### config.mk
export PLATFORM = sky130hd
export DESIGN_NAME = emb_serializer
export DESIGN_NICKNAME = d
export VERILOG_FILES = /design/src/rtl/emb_ser_pkg.sv /design/src/rtl/emb_ser_capture.sv /design/src/rtl/emb_ser_timer.sv /design/src/rtl/emb_ser_sync.sv /design/src/rtl/emb_serializer.sv
export SDC_FILE = /design/constraint.sdc
export NUM_CORES = 1
export LEC_CHECK = 0
export BUFFER_PORTS_ARGS = -buffer_cell sky130_fd_sc_hd__buf_2
export CAP_MARGIN = 20
export CELL_PAD_IN_SITES_DETAIL_PLACEMENT = 1
export CELL_PAD_IN_SITES_GLOBAL_PLACEMENT = 2
export CORE_UTILIZATION = 35
export DETAILED_ROUTE_END_ITERATION = 12
export PLACE_DENSITY = 0.78
export SETUP_SLACK_MARGIN = 0.02
export SLEW_MARGIN = 20
export SYNTH_ARGS = -nofsm -noshare
export SYNTH_HDL_FRONTEND = slang
export SYNTH_SLANG_ARGS = --single-unit
### constraint.sdc
create_clock -name clk -period 1.8 [get_ports clk]
set_input_delay 0.36 -clock clk [delete_from_list [all_inputs] [get_ports clk]]
set_output_delay 0.36 -clock clk [all_outputs]
set_load 0.01 [all_outputs]
### src/rtl/emb_ser_pkg.sv
package emb_ser_pkg;
  // What the frame loader puts into the shifter at a boundary.
  typedef enum logic [1:0] {
    LD_NONE = 2'd0,
    LD_DATA = 2'd1,
    LD_LOCK = 2'd2
  } load_kind_e;

  localparam logic FRAME_START_BIT = 1'b1;
  localparam logic FRAME_STOP_BIT  = 1'b0;
endpackage

### src/rtl/emb_ser_capture.sv
module emb_ser_capture #(
  parameter int DATA_W = 10
) (
  input  logic              clk,
  input  logic              rst_n,
  input  logic              word_clk,
  input  logic              strobe_rise,
  input  logic [DATA_W-1:0] din,
  output logic [DATA_W-1:0] hold
);
  logic wclk_q;
  logic saw_rise, saw_fall, take;

  always_comb begin
    saw_rise = word_clk & ~wclk_q;
    saw_fall = ~word_clk & wclk_q;
    take     = strobe_rise ? saw_rise : saw_fall;
  end

  always_ff @(posedge clk or negedge rst_n) begin
    if (!rst_n) begin
      wclk_q <= 1'b0;
      hold   <= '0;
    end else begin
      wclk_q <= word_clk;
      if (take) hold <= din;
    end
  end

  AST_RISE_LATCH: assert property (@(posedge clk) disable iff (!rst_n)
    (strobe_rise && word_clk && !wclk_q) |=> (hold == $past(din)));
  AST_FALL_LATCH: assert property (@(posedge clk) disable iff (!rst_n)
    (!strobe_rise && !word_clk && wclk_q) |=> (hold == $past(din)));
  AST_IDLE_KEEP: assert property (@(posedge clk) disable iff (!rst_n)
    (word_clk == wclk_q) |=> $stable(hold));
endmodule

### src/rtl/emb_ser_timer.sv
module emb_ser_timer #(
  parameter int FRAME_W     = 12,
  parameter int CLK_PER_BIT = 1
) (
  input  logic clk,
  input  logic rst_n,
  input  logic pd_n,
  output logic bit_en,
  output logic frame_load
);
  localparam int PW = (FRAME_W > 1) ? $clog2(FRAME_W) : 1;
  localparam logic [PW-1:0] LAST = PW'(FRAME_W - 1);

  logic [PW-1:0] pos;

  generate
    if (CLK_PER_BIT == 1) begin : g_full_rate
      assign bit_en = pd_n;
    end else begin : g_divided
      localparam int DW = $clog2(CLK_PER_BIT);
      localparam logic [DW-1:0] DIV_LAST = DW'(CLK_PER_BIT - 1);
      logic [DW-1:0] div;
      always_ff @(posedge clk or negedge rst_n) begin
        if (!rst_n)              div <= '0;
        else if (!pd_n)          div <= '0;
        else if (div == DIV_LAST) div <= '0;
        else                     div <= div + 1'b1;
      end
      assign bit_en = pd_n && (div == DIV_LAST);
    end
  endgenerate

  assign frame_load = bit_en && (pos == LAST);

  // The position starts on the last slot, so the first bit enable after
  // wake-up loads a fresh frame.
  always_ff @(posedge clk or negedge rst_n) begin
    if (!rst_n)      pos <= LAST;
    else if (!pd_n)  pos <= LAST;
    else if (bit_en) pos <= (pos == LAST) ? '0 : pos + 1'b1;
  end

  AST_POS_STEP: assert property (@(posedge clk) disable iff (!rst_n)
    (bit_en && pos != LAST) |=> (pos == $past(pos) + 1'b1));
  AST_POS_WRAP: assert property (@(posedge clk) disable iff (!rst_n)
    frame_load |=> (pos == '0));
  AST_SLEEP_POS: assert property (@(posedge clk) disable iff (!rst_n)
    !pd_n |=> (pos == LAST));
endmodule

### src/rtl/emb_ser_sync.sv
module emb_ser_sync #(
  parameter int LOCK_MIN = 1024
) (
  input  logic clk,
  input  logic rst_n,
  input  logic pd_n,
  input  logic sync_req,
  input  logic frame_load,
  output logic send_lock
);
  localparam int CW = $clog2(LOCK_MIN + 1);
  localparam logic [CW-1:0] CMAX = CW'(LOCK_MIN);

  logic          sync_q;
  logic          pending;
  logic [CW-1:0] cnt;
  logic [CW-1:0] next_cnt;
  logic          rise;

  always_comb begin
    rise      = sync_req & ~sync_q;
    send_lock = sync_req | pending;
    if (rise)              next_cnt = CW'(1);
    else if (cnt == CMAX)  next_cnt = cnt;
    else                   next_cnt = cnt + 1'b1;
  end

  always_ff @(posedge clk or negedge rst_n) begin
    if (!rst_n) begin
      sync_q  <= 1'b0;
      pending <= 1'b0;
      cnt     <= '0;
    end else if (!pd_n) begin
      sync_q  <= 1'b0;
      pending <= 1'b0;
      cnt     <= '0;
    end else begin
      sync_q <= sync_req;
      if (frame_load && send_lock) begin
        cnt     <= next_cnt;
        pending <= (next_cnt < CMAX);
      end else if (rise) begin
        cnt     <= '0;
        pending <= 1'b1;
      end
    end
  end

  AST_CNT_BOUND: assert property (@(posedge clk) disable iff (!rst_n)
    cnt <= CMAX);
  AST_PENDING_SHORT: assert property (@(posedge clk) disable iff (!rst_n)
    pending |-> (cnt < CMAX));
  AST_RISE_RESTART: assert property (@(posedge clk) disable iff (!rst_n)
    (pd_n && rise && !frame_load) |=> (pending && cnt == '0));
  AST_SLEEP_CLEAR: assert property (@(posedge clk) disable iff (!rst_n)
    !pd_n |=> (!pending && cnt == '0));
endmodule

### src/rtl/emb_serializer.sv
module emb_serializer #(
  parameter int DATA_W      = 10,
  parameter int LOCK_MIN    = 1024,
  parameter int CLK_PER_BIT = 1
) (
  input  logic              clk,
  input  logic              rst_n,
  input  logic              word_clk,
  input  logic              strobe_rise,
  input  logic [DATA_W-1:0] din,
  input  logic              ser_en,
  input  logic              pd_n,
  input  logic              sync_a,
  input  logic              sync_b,
  output logic              ser_out,
  output logic              ser_oe
);
  import emb_ser_pkg::*;

  localparam int FRAME_W   = DATA_W + 2;
  localparam int LOCK_ONES = FRAME_W / 2;
  localparam logic [FRAME_W-1:0] LOCK_SYM =
    {{(FRAME_W - LOCK_ONES){1'b0}}, {LOCK_ONES{1'b1}}};

  logic [DATA_W-1:0]  hold;
  logic               bit_en, frame_load;
  logic               sync_req, send_lock;
  logic [FRAME_W-1:0] sh;
  logic               oe_r;
  load_kind_e         ld_kind;

  assign sync_req = sync_a | sync_b;

  emb_ser_capture #(.DATA_W(DATA_W)) u_capture (
    .clk(clk), .rst_n(rst_n), .word_clk(word_clk),
    .strobe_rise(strobe_rise), .din(din), .hold(hold)
  );

  emb_ser_timer #(.FRAME_W(FRAME_W), .CLK_PER_BIT(CLK_PER_BIT)) u_timer (
    .clk(clk), .rst_n(rst_n), .pd_n(pd_n),
    .bit_en(bit_en), .frame_load(frame_load)
  );

  emb_ser_sync #(.LOCK_MIN(LOCK_MIN)) u_sync (
    .clk(clk), .rst_n(rst_n), .pd_n(pd_n), .sync_req(sync_req),
    .frame_load(frame_load), .send_lock(send_lock)
  );

  always_comb begin
    if (!frame_load)    ld_kind = LD_NONE;
    else if (send_lock) ld_kind = LD_LOCK;
    else                ld_kind = LD_DATA;
  end

  always_ff @(posedge clk or negedge rst_n) begin
    if (!rst_n) begin
      sh   <= '0;
      oe_r <= 1'b0;
    end else begin
      oe_r <= pd_n & ser_en;
      if (!pd_n) sh <= '0;
      else begin
        unique case (ld_kind)
          LD_LOCK: sh <= LOCK_SYM;
          LD_DATA: sh <= {FRAME_STOP_BIT, hold, FRAME_START_BIT};
          default: if (bit_en) sh <= sh >> 1;
        endcase
      end
    end
  end

  assign ser_oe  = oe_r;
  assign ser_out = sh[0] & oe_r;

  AST_START_BIT: assert property (@(posedge clk) disable iff (!rst_n)
    frame_load |=> sh[0]);
  AST_LOCK_LOAD: assert property (@(posedge clk) disable iff (!rst_n)
    (frame_load && sync_req) |=> (sh == LOCK_SYM));
  AST_EN_QUIET: assert property (@(posedge clk) disable iff (!rst_n)
    !ser_en |=> (!ser_oe && !ser_out));
  AST_SLEEP_QUIET: assert property (@(posedge clk) disable iff (!rst_n)
    !pd_n |=> (!ser_oe && !ser_out));
endmodule

==> impl_results.md <==
* Status: finished, final reports clean
* Crit path time final at 1670 ps
* Post-Synthesis Cells at 157
* Worst IR Drop VDD at 0.000422 V
* Final ANT Viol Nets at 0
* Metal2 WL at 2.15 mm
* Avg Vias per Cell at 5.20
* Fin. max-slew vios at 0
* Critical Path RT at 2010 ps
* Initial antenna violation count at 0
* Initial Util at 0.376
* Wire per inst at 16.5 um
* Ys async rst share at 1.00
* Power Density at 949 mW/mm2
* Clock buffer count from CTS at 5
* Max-cap violations at 0
* Main synth FF type: dfrtp_1
* Logic pwr share at 0.150
* CP max stage cell: dfstp_2
* CP arrival at 1880 ps
* Gr usage total at 0.182
* Area Overhead vs Synth at 21.6%
* Syn Std Cell Area at 0.00183 mm2
* Yosys reg bits at 40
* Highest metal used: met4
* Clock network fraction of design power at 0.354
* Final HPWL DP at 3.00 mm
* Initial DRC Count at 59
* Clk sinks at 40
* CTS tree: built
* Setup repair after global routing missed its margin: false
* Top cells by area, synth: dfrtp_1 51%, mux2_2 6.1%, dfstp_2 4.3%, o221a_2 3.1%, nor2_1 2.9%
* Crit path max fanout at 7
* Largest net degree at the start of global routing at 41
* Post-CTS Setup Repair Bufs at 0
* Hold Worst Slack at 121 ps
* Leading cell type by number of instances after synthesis: dfrtp_1
* Place WS at 61.1 ps
* Leakage at 0.000962 uW
* Most instantiated cells after synthesis: 37 x dfrtp_1, 14 x nor2_1, 10 x mux2_2
* Hold crit path type: in -> async
* Fmax at 599 MHz
* Worst rel slew slack at 0.664
* Critical path, cell by cell: ha_4, and3b_2, nand2_2, or3_1, a21oi_1
* Filler cell count at 548
* Max clock buf depth at 2
* Number of flops mapped to enable cells by yosys at 0
* DR vias at 1347
* First-pass DRT Iterations at 4
* Die area at 0.00553 mm2
* Slowest stage delay, CP at 580 ps
* Vias in the first global route at 1485
* Syn Area/Cell at 11.7 um2
* Rows at 25
* Die Ht at 74.4 um
* M1 WL at 1.93 mm
* Flop pwr share at 0.496
* Clock-pin slew on the worst setup and hold paths at 90 ps
* Core region area at 0.00488 mm2
* Congestion Overflow GR at 0
* Final net count at 212
* Area leader, netlist: dfrtp_1
* Crit path launch type: flop
* Critical Path End Type: flop
* Total power at 2110 uW
* GP Congestion at 0.842
* Met3 wire length at 99 um
* Setup CP Type: reg -> reg
* Clk_lat worst skew at 290 ps
* Fin crit share at 0.928
* Net load switching power at 551 uW
* WL final at 4.27 mm
* Final WS setup at 130 ps
* Worst Clk Skew at 6.66 ps
* Layout cell share with drive strength beyond 1 at 0.365
* Internal power at 1560 uW
* Syn_nets at 178
* Final Hold Viols at 0
* Worst-margin pin slew at 504 ps
* Die width at 74.4 um
* DRC Markers at 0
* First-pass GRT wire length at 7.49 mm
* Final setup vio count at 0
* Share of the synthesized area in the top cell type at 0.505
* Sequential area share after synthesis at 0.548
* TNS Setup at 0 ps
* Top Ports at 20
* Synth cell types at 45
* Fraction of power spent switching nets at 0.260
* Diodes inserted at 0
* Root buffer cell: clkbuf_8
* Synth warn at 0
* H-tree depth at 2
* Port Buf Inserts at 19
==> what timing repair did <==
item / CTS / global route
gates resized for setup: 1 / 5
endpoints found under the setup margin: 1 / 9
hold buffers: 0 / 0
pin swaps: 0 / 1
==> state kept, by name, summed over array words and instances, names as in the netlist <==
name / count
sh: 11
u_sync.cnt: 11
u_capture.hold: 10
u_timer.pos: 4
ser_oe: 1
u_capture.wclk_q: 1
u_sync.pending: 1
u_sync.sync_q: 1
==> cells in the final DEF (no fill, tap or decap), drive strengths merged, types with 2 or more instances in the layout <==
cell type | synthesis | final
and4 | 3 | 3
a22oi | 4 | 4
xnor2 | 4 | 4
nor3 | 4 | 4
mux2 | 10 | 10
o221a | 5 | 5
nor4b | 2 | 2
dfrtp | 37 | 37
nor2 | 14 | 14
and2 | 4 | 4
nand4 | 5 | 5
nand2 | 10 | 10
o21ai | 5 | 5
nor2b | 6 | 6
inv | 3 | 4
nand3 | 7 | 7
dfstp | 3 | 3
mux2i | 2 | 2
ha | 3 | 3
or3 | 2 | 2
buf | 1 | 30
xor2 | 2 | 2
a21oi | 4 | 4
o21a | 2 | 2
clkbuf | 2 | 5
==> power groups by stage <==
stage | Combinational, uW | Clock (uW) | Sequential (uW)
after detailed placement | 310 | 0 | 1060
final | 318 | 748 | 1050
after global placement | 291 | 0 | 1060
after floorplan | 190 | 0 | 1040
after CTS | 316 | 770 | 1050
after global routing | 355 | 815 | 1060
==> area by class of cell <==
class	instances	area, um2	share of cell area
well taps	67	83.8	0.0376
repair buffers	30	178	0.0797
inverters	3	11.3	0.00505
multi-input cells	111	836	0.375
clock inverters	3	46.3	0.0208
flip-flops and latches	40	1000	0.451
clock buffers	5	68.8	0.0309
==> layer usage <==
layer  track usage  up-vias
met5             0        -
met1         0.226      680
met3        0.0379        8
met2         0.313       19
met4        0.0629        0
li1              -      640
==> kinds of logic (layout without fill, tap and decap cells) <==
family,count (synthesis),in the layout,share of synthesized area
AO/OA/AOI/OAI,26,26,0.110
XOR/XNOR,6,6,0.0287
adder cells (fa/ha/maj),3,3,0.0205
buffers and inverters,6,41,0.0130
flip-flops,40,40,0.548
multiplexers,12,12,0.0724
AND/OR/NAND/NOR,64,64,0.208
==> per-stage QoR <==
step,instance area (um2),std cells,utilization
floorplan,1830,157,-
global placement,2080,251,0.427
detailed placement,2080,251,0.427
CTS,2200,259,0.451
global route,2230,259,0.457
finish,2230,259,0.457
==> path summary, 6_finish.rpt <==
check | startpoint | to | slack [ps] | cells past startpoint
worst max-delay path | u_timer.pos[0] | u_sync.cnt[10] | 130 | 5
worst min-delay path | rst_n | u_capture.hold[0] | 120 | 2
worst max register to register | u_timer.pos[0] | u_sync.cnt[10] | 130 | 5
worst min register to register | sh[1] | sh[0] | 480 | 1
max in group asynchronous | rst_n | u_timer.pos[3] | 1310 | 2
min in group clk | word_clk | u_capture.wclk_q | 190 | 1
==> worst max-delay path: cells and delay by family (launching register included) <==
kind | cells | cell delay, ps
AND/OR/NAND/NOR | 3 | 690
flip-flops | 1 | 580
adder cells (fa/ha/maj) | 1 | 160
AO/OA/AOI/OAI | 1 | 160
Power figures use the tool's default switching activity.
